==> src/rtl/msi_xlate_pkg.sv <==
package msi_xlate_pkg;

    localparam int ADDR_W  = 64;
    localparam int DATA_W  = 32;
    localparam int INFO_W  = 64;
    localparam int WIN_LSB = 20;
    localparam int HI_W    = 32;
    localparam int LO_W    = ADDR_W - WIN_LSB - HI_W;

    // slices handed to the packer: addr[30:2] and data[15:0]
    localparam int A_LO = 2;
    localparam int A_HI = 30;
    localparam int PA_W = A_HI - A_LO + 1;
    localparam int PD_W = 16;

    localparam logic [7:0] MARKER = 8'hF8;

    typedef struct packed {
        logic [ADDR_W-1:0] addr;
        logic [DATA_W-1:0] data;
    } wr_t;

    typedef enum logic [2:0] {
        MT_FIXED  = 3'b000,
        MT_LOWPRI = 3'b001
    } msg_type_e;

    typedef struct packed {
        logic [7:0]  rsvd_hi;   // [63:56]
        logic [3:0]  dst_31_28; // [55:52]
        logic        dst_27;    // [51]
        logic [10:0] dst_26_16; // [50:40]
        logic [7:0]  dst_15_8;  // [39:32]
        logic [7:0]  marker;    // [31:24]
        logic [7:0]  vector;    // [23:16]
        logic [7:0]  dst_7_0;   // [15:8]
        logic        mt3;       // [7]
        logic        dmode;     // [6]
        logic        eoi_req;   // [5]
        logic [2:0]  mtype;     // [4:2]
        logic [1:0]  rsvd_lo;   // [1:0]
    } info_t;

    function automatic logic mtype_ok(input logic [2:0] mt);
        return (mt == MT_FIXED) || (mt == MT_LOWPRI);
    endfunction

endpackage

==> src/rtl/msi_win_match.sv <==
module msi_win_match
    import msi_xlate_pkg::*;
(
    input  logic [ADDR_W-1:WIN_LSB] addr_top,
    input  logic                    en,
    input  logic [HI_W-1:0]         win_hi,
    input  logic [LO_W-1:0]         win_lo,
    output logic                    hit
);
    logic [ADDR_W-WIN_LSB-1:0] win;

    always_comb begin
        win = {win_hi, win_lo};
        hit = en && (addr_top == win);
    end
endmodule

==> src/rtl/msi_info_pack.sv <==
module msi_info_pack
    import msi_xlate_pkg::*;
(
    input  logic [A_HI:A_LO]  a,
    input  logic [PD_W-1:0]   d,
    output logic [INFO_W-1:0] info,
    output logic              bad_fmt
);
    info_t f;

    always_comb begin
        f           = '0;
        f.rsvd_lo   = 2'b00;
        f.mtype     = d[10:8];
        f.eoi_req   = d[15];
        f.dmode     = a[2];
        f.mt3       = 1'b0;
        f.dst_7_0   = a[19:12];
        f.vector    = d[7:0];
        f.marker    = MARKER;
        f.dst_15_8  = a[11:4];
        f.dst_26_16 = a[30:20];
        f.dst_27    = a[3];
        f.dst_31_28 = d[14:11];
        f.rsvd_hi   = 8'h00;
        info        = f;
        bad_fmt     = d[15] || !mtype_ok(d[10:8]);
    end
endmodule

==> src/rtl/msi_out_slot.sv <==
module msi_out_slot #(
    parameter int W = 8
) (
    input  logic         clk,
    input  logic         rst,
    output logic         ld_ok,
    input  logic         ld,
    input  logic [W-1:0] ld_data,
    output logic         out_valid,
    input  logic         out_ready,
    output logic [W-1:0] out_data
);
    logic         full;
    logic [W-1:0] hold;

    assign ld_ok     = !full || out_ready;
    assign out_valid = full;
    assign out_data  = hold;

    always_ff @(posedge clk) begin
        if (rst) begin
            full <= 1'b0;
            hold <= '0;
        end else begin
            if (ld) begin
                full <= 1'b1;
                hold <= ld_data;
            end else if (out_ready) begin
                full <= 1'b0;
            end
        end
    end
endmodule

==> src/rtl/msi_irq_xlate.sv <==
module msi_irq_xlate
    import msi_xlate_pkg::*;
(
    input  logic              clk,
    input  logic              rst,
    input  logic              cfg_msi_en,
    input  logic [HI_W-1:0]   cfg_win_hi,
    input  logic [LO_W-1:0]   cfg_win_lo,
    input  logic              in_valid,
    output logic              in_ready,
    input  logic [ADDR_W-1:0] in_addr,
    input  logic [DATA_W-1:0] in_data,
    output logic              irq_valid,
    input  logic              irq_ready,
    output logic [INFO_W-1:0] irq_info,
    output logic              mw_valid,
    input  logic              mw_ready,
    output logic [ADDR_W-1:0] mw_addr,
    output logic [DATA_W-1:0] mw_data,
    output logic              fmt_err
);
    localparam int MW_W = ADDR_W + DATA_W;

    logic              is_irq;
    logic [INFO_W-1:0] info_c;
    logic              bad_c;
    logic              irq_ok, mw_ok, irq_ld, mw_ld;
    wr_t               wr_c, wr_q;

    msi_win_match u_match (
        .addr_top (in_addr[ADDR_W-1:WIN_LSB]),
        .en       (cfg_msi_en),
        .win_hi   (cfg_win_hi),
        .win_lo   (cfg_win_lo),
        .hit      (is_irq)
    );

    msi_info_pack u_pack (
        .a       (in_addr[A_HI:A_LO]),
        .d       (in_data[PD_W-1:0]),
        .info    (info_c),
        .bad_fmt (bad_c)
    );

    always_comb begin
        wr_c.addr = in_addr;
        wr_c.data = in_data;
        in_ready  = is_irq ? irq_ok : mw_ok;
        irq_ld    = in_valid && is_irq && irq_ok;
        mw_ld     = in_valid && !is_irq && mw_ok;
    end

    msi_out_slot #(.W(INFO_W)) u_irq_slot (
        .clk       (clk),
        .rst       (rst),
        .ld_ok     (irq_ok),
        .ld        (irq_ld),
        .ld_data   (info_c),
        .out_valid (irq_valid),
        .out_ready (irq_ready),
        .out_data  (irq_info)
    );

    msi_out_slot #(.W(MW_W)) u_mw_slot (
        .clk       (clk),
        .rst       (rst),
        .ld_ok     (mw_ok),
        .ld        (mw_ld),
        .ld_data   (wr_c),
        .out_valid (mw_valid),
        .out_ready (mw_ready),
        .out_data  (wr_q)
    );

    assign mw_addr = wr_q.addr;
    assign mw_data = wr_q.data;

    always_ff @(posedge clk) begin
        if (rst) fmt_err <= 1'b0;
        else     fmt_err <= irq_ld && bad_c;
    end
endmodule

==> config.mk <==
export PLATFORM = sky130hd
export DESIGN_NAME = msi_irq_xlate
export DESIGN_NICKNAME = d
export VERILOG_FILES = /design/src/rtl/msi_xlate_pkg.sv /design/src/rtl/msi_win_match.sv /design/src/rtl/msi_info_pack.sv /design/src/rtl/msi_out_slot.sv /design/src/rtl/msi_irq_xlate.sv
export SDC_FILE = /design/constraint.sdc
export NUM_CORES = 1
export LEC_CHECK = 0
export BUFFER_PORTS_ARGS = -buffer_cell sky130_fd_sc_hd__buf_2
export CAP_MARGIN = 20
export CORE_ASPECT_RATIO = 0.75
export CORE_MARGIN = 5
export CORE_UTILIZATION = 47
export DETAILED_ROUTE_END_ITERATION = 8
export GPL_TIMING_DRIVEN = 0
export PLACE_DENSITY = 0.87
export SKIP_LAST_GASP = 1
export SLEW_MARGIN = 20
export SYNTH_ARGS = -nofsm -noshare
export SYNTH_HDL_FRONTEND = slang
export SYNTH_SLANG_ARGS = --single-unit
==> constraint.sdc <==
create_clock -name clk -period 2.05 [get_ports clk]
set_input_delay 0.41 -clock clk [delete_from_list [all_inputs] [get_ports clk]]
set_output_delay 0.41 -clock clk [all_outputs]
set_load 0.005 [all_outputs]
==> metrics.cfg <==
[global_route]
grt_pass1_vias=6174
grt_pass1_wl_um=33500
antenna_found_initial=0
grt_max_degree=17
grt_util_all_layers=0.254
grt.overflow.total=0

[power]
powerDensity_nw_per_um2=720
power_frac_comb=0.150
p_clk_frac=0.409
p_int_uw=5050
p_leak_uw=0.00448
swShare=0.260
switching_power_uw=1780
finalPower_uw=6830
peakVddDrop_v=0.000523
pwr-share-seq=0.441

[synth]
synth_cells=712
synth_seq_area_share=0.431
synth_compound_area_frac=0.0691
synth_area_um2=6730
synth_seq_cells=145
synth-xor-area-share=0.0572
synth_fa_ha_area_frac=0
synth_top_family_by_area=simple AND/OR/NAND/NOR gates
synth_cell_types=23
synth-simple-area-share=0.241
post_synth.cell_area_avg_um2=9.45
yosysWarnings=0
synthMuxAreaShare=0.144

[floorplanning]
pin_count=310
coreArea_um2=13900
die-area_um2=16800
initial_core_util=0.485
die-width_um=148
rows=37
die_h_um=114

[cells_and_area]
multi_input_area_um2=3760
final_cells=1227
fin_util=0.683
area_growth_pct=40.9
fillers=1117
drive_gt1_frac=0.373
antenna_cells=0
seq_area_um2=2900
nNetsFinal=1186

[drt]
drcViolationCount=0
vias=6138
drt_pass1_iterations=5
wirelength_um=22200
via_per_inst=5.00
wl_per_cell_um=18.1
ant_nets=0
initialDrtViolationCount=354

[critical_path]
crit_type=in -> out
required_ns=1.64
start_kind=primary input
critPathArrivalTime_ns=1.96
cp-end-kind=output port
rr_endpoint=u_irq_slot.out_data[45]
rr_worst_depth=6
cp_max_fo=2
rr_startpoint=u_irq_slot.out_valid
r2r_setup_slack_ns=0.54

[sta]
rsz0062_at_grt=true
max_freq_mhz=422
min_period_ns=2.37
tightest_slew_ns=0.641
finalHoldViolCount=0
setup_violations=12
fin_setup_tns_ns=-0.490
fin_crit_sh=1.16
setup_ws_ns=-0.320
skew_ns=0.00636
max-slew-margin-rel=0.573
slew_viol_final=0

[place]
dp_hpwl_um=16900
io_buffers=294
post-place-cells=1194
gp_congestion=0.837

[clocking]
clk_latency_ns=0.41
clockBufferDepth=2
cts-root-buf=clkbuf_16
htree_levels=4
cts_tree=yes
cts_made_buffers=17
clkSinkCount=145
clkSlewWorstSetupHoldPaths_ns=0.06

[hold_path]
min_to=u_mw_slot.out_data[19]
min-delay-start=in_data[19]
hp-class=in -> reg
hold_depth=3

[outcome]
status=complete, but fails checks
violations=setup timing

[run]
maxCapViolCount=0

-- flip-flops by register name, indices dropped and copies added, names as in the netlist --
register / flops
u_mw_slot.out_valid: 1
fmt_err: 1
u_irq_slot.out_data: 46
u_irq_slot.out_valid: 1
u_mw_slot.out_data: 96
-- critical path: stages --
cell and delay, ns:
buf_2 0.12, xnor2_1 0.16, nand4_1 0.17, nor4_4 0.36, nand3_2 0.17, buf_8 0.16, mux2_4 0.29, buf_6 0.12
-- area by class of cell --
cell class | count | share of cell area
clock inverters | 12 | 0.00897
inverters | 1 | 0.000396
repair buffers | 297 | 0.172
flip-flops and latches | 145 | 0.306
clock buffers | 19 | 0.0467
multi-input cells | 509 | 0.396
well taps | 175 | 0.0231
plain buffers | 69 | 0.0467
-- layout by cell type, fill, tap and decap left out, types with 5 or more instances in the layout --
cell and n:
nand4_1 10, buf_6 19, mux2i_1 95, o21ai_0 66, buf_2 273, clkbuf_16 17
xnor2_2 11, xnor2_1 28, xnor2_4 5, buf_8 7, conb_1 14, nand2b_1 194
o21ai_1 21, clkbuf_1 34, nor2b_1 45, buf_4 28, dfxtp_1 145
-- metal layers --
metal,up-vias,global-route usage,share of wire
met3,28,0.0671,0.077
met4,0,0.0818,0.021
met1,2884,0.321,0.42
li1,2974,-,-
met2,252,0.425,0.48
met5,-,0,0
-- cells in the mapped netlist (all sizes together) --
library cell / n / share of area
nand2b: 194 / 0.18
dfxtp: 145 / 0.43
mux2i: 96 / 0.14
o21ai: 90 / 0.067
nor2b: 45 / 0.042
xnor2: 44 / 0.057
clkbuf: 40 / 0.022
buf: 30 / 0.034
nand4: 10 / 0.0093
a21oi: 3 / 0.0022
nand2: 3 / 0.0017
nor4: 3 / 0.0028
nand3: 2 / 0.0015
nor3: 2 / 0.0015
and3: 1 / 0.00093
conb: 1 / 0.00056
inv: 1 / 0.00056
mux2: 1 / 0.0017
or2: 1 / 0.00093
-- power by group through the flow --
stage / Clock (µW) / Sequential [µW] / Combinational, µW
detailed placement: 0 / 3070 / 918
floorplan: 0 / 3080 / 466
global placement: 0 / 3060 / 905
CTS: 2820 / 3010 / 960
finish: 2790 / 3010 / 1020
global route: 2970 / 3020 / 1100
-- kinds of logic after synthesis --
kind of cell / after synthesis
AOI/OAI and AO/OA: 93
xor gates and xnor gates: 44
buffers and inverters: 71
DFF: 145
muxes: 97
other: 1
and+or+nand+nor: 261
-- what timing repair did --
action,CTS,global route
gates cloned,0,0
gates resized for setup,38,87
pin swaps,11,25
setup buffers,2,1
hold buffers,0,0
endpoints found under the setup margin,140,129
-- stage by stage --
step                      setup slack, ns  hold WS [ns]  instance area (µm²)
after floorplan                     0.125         0.465                 6780
after global placement             -0.760         0.456                 8470
after detailed placement           -0.775         0.458                 8470
after CTS                          -0.337         0.247                 9200
after global routing               -0.431         0.254                 9490
final                              -0.320         0.257                 9490
-- how the worst max path moves through the flow --
| stage | from | to | cells past startpoint |
|---|---|---|---|
| 6_report | in_addr[47] | in_ready | 8 |
| 5_1_grt | in_addr[47] | in_ready | 8 |
| 4_1_cts | cfg_win_lo[0] | in_ready | 8 |
| 3_5_place_dp | in_addr[63] | in_ready | 8 |
| 3_3_place_gp | in_addr[63] | in_ready | 8 |
| 2_1_floorplan | in_addr[40] | in_ready | 6 |
Note: power is estimated with default switching activity, not from simulation.
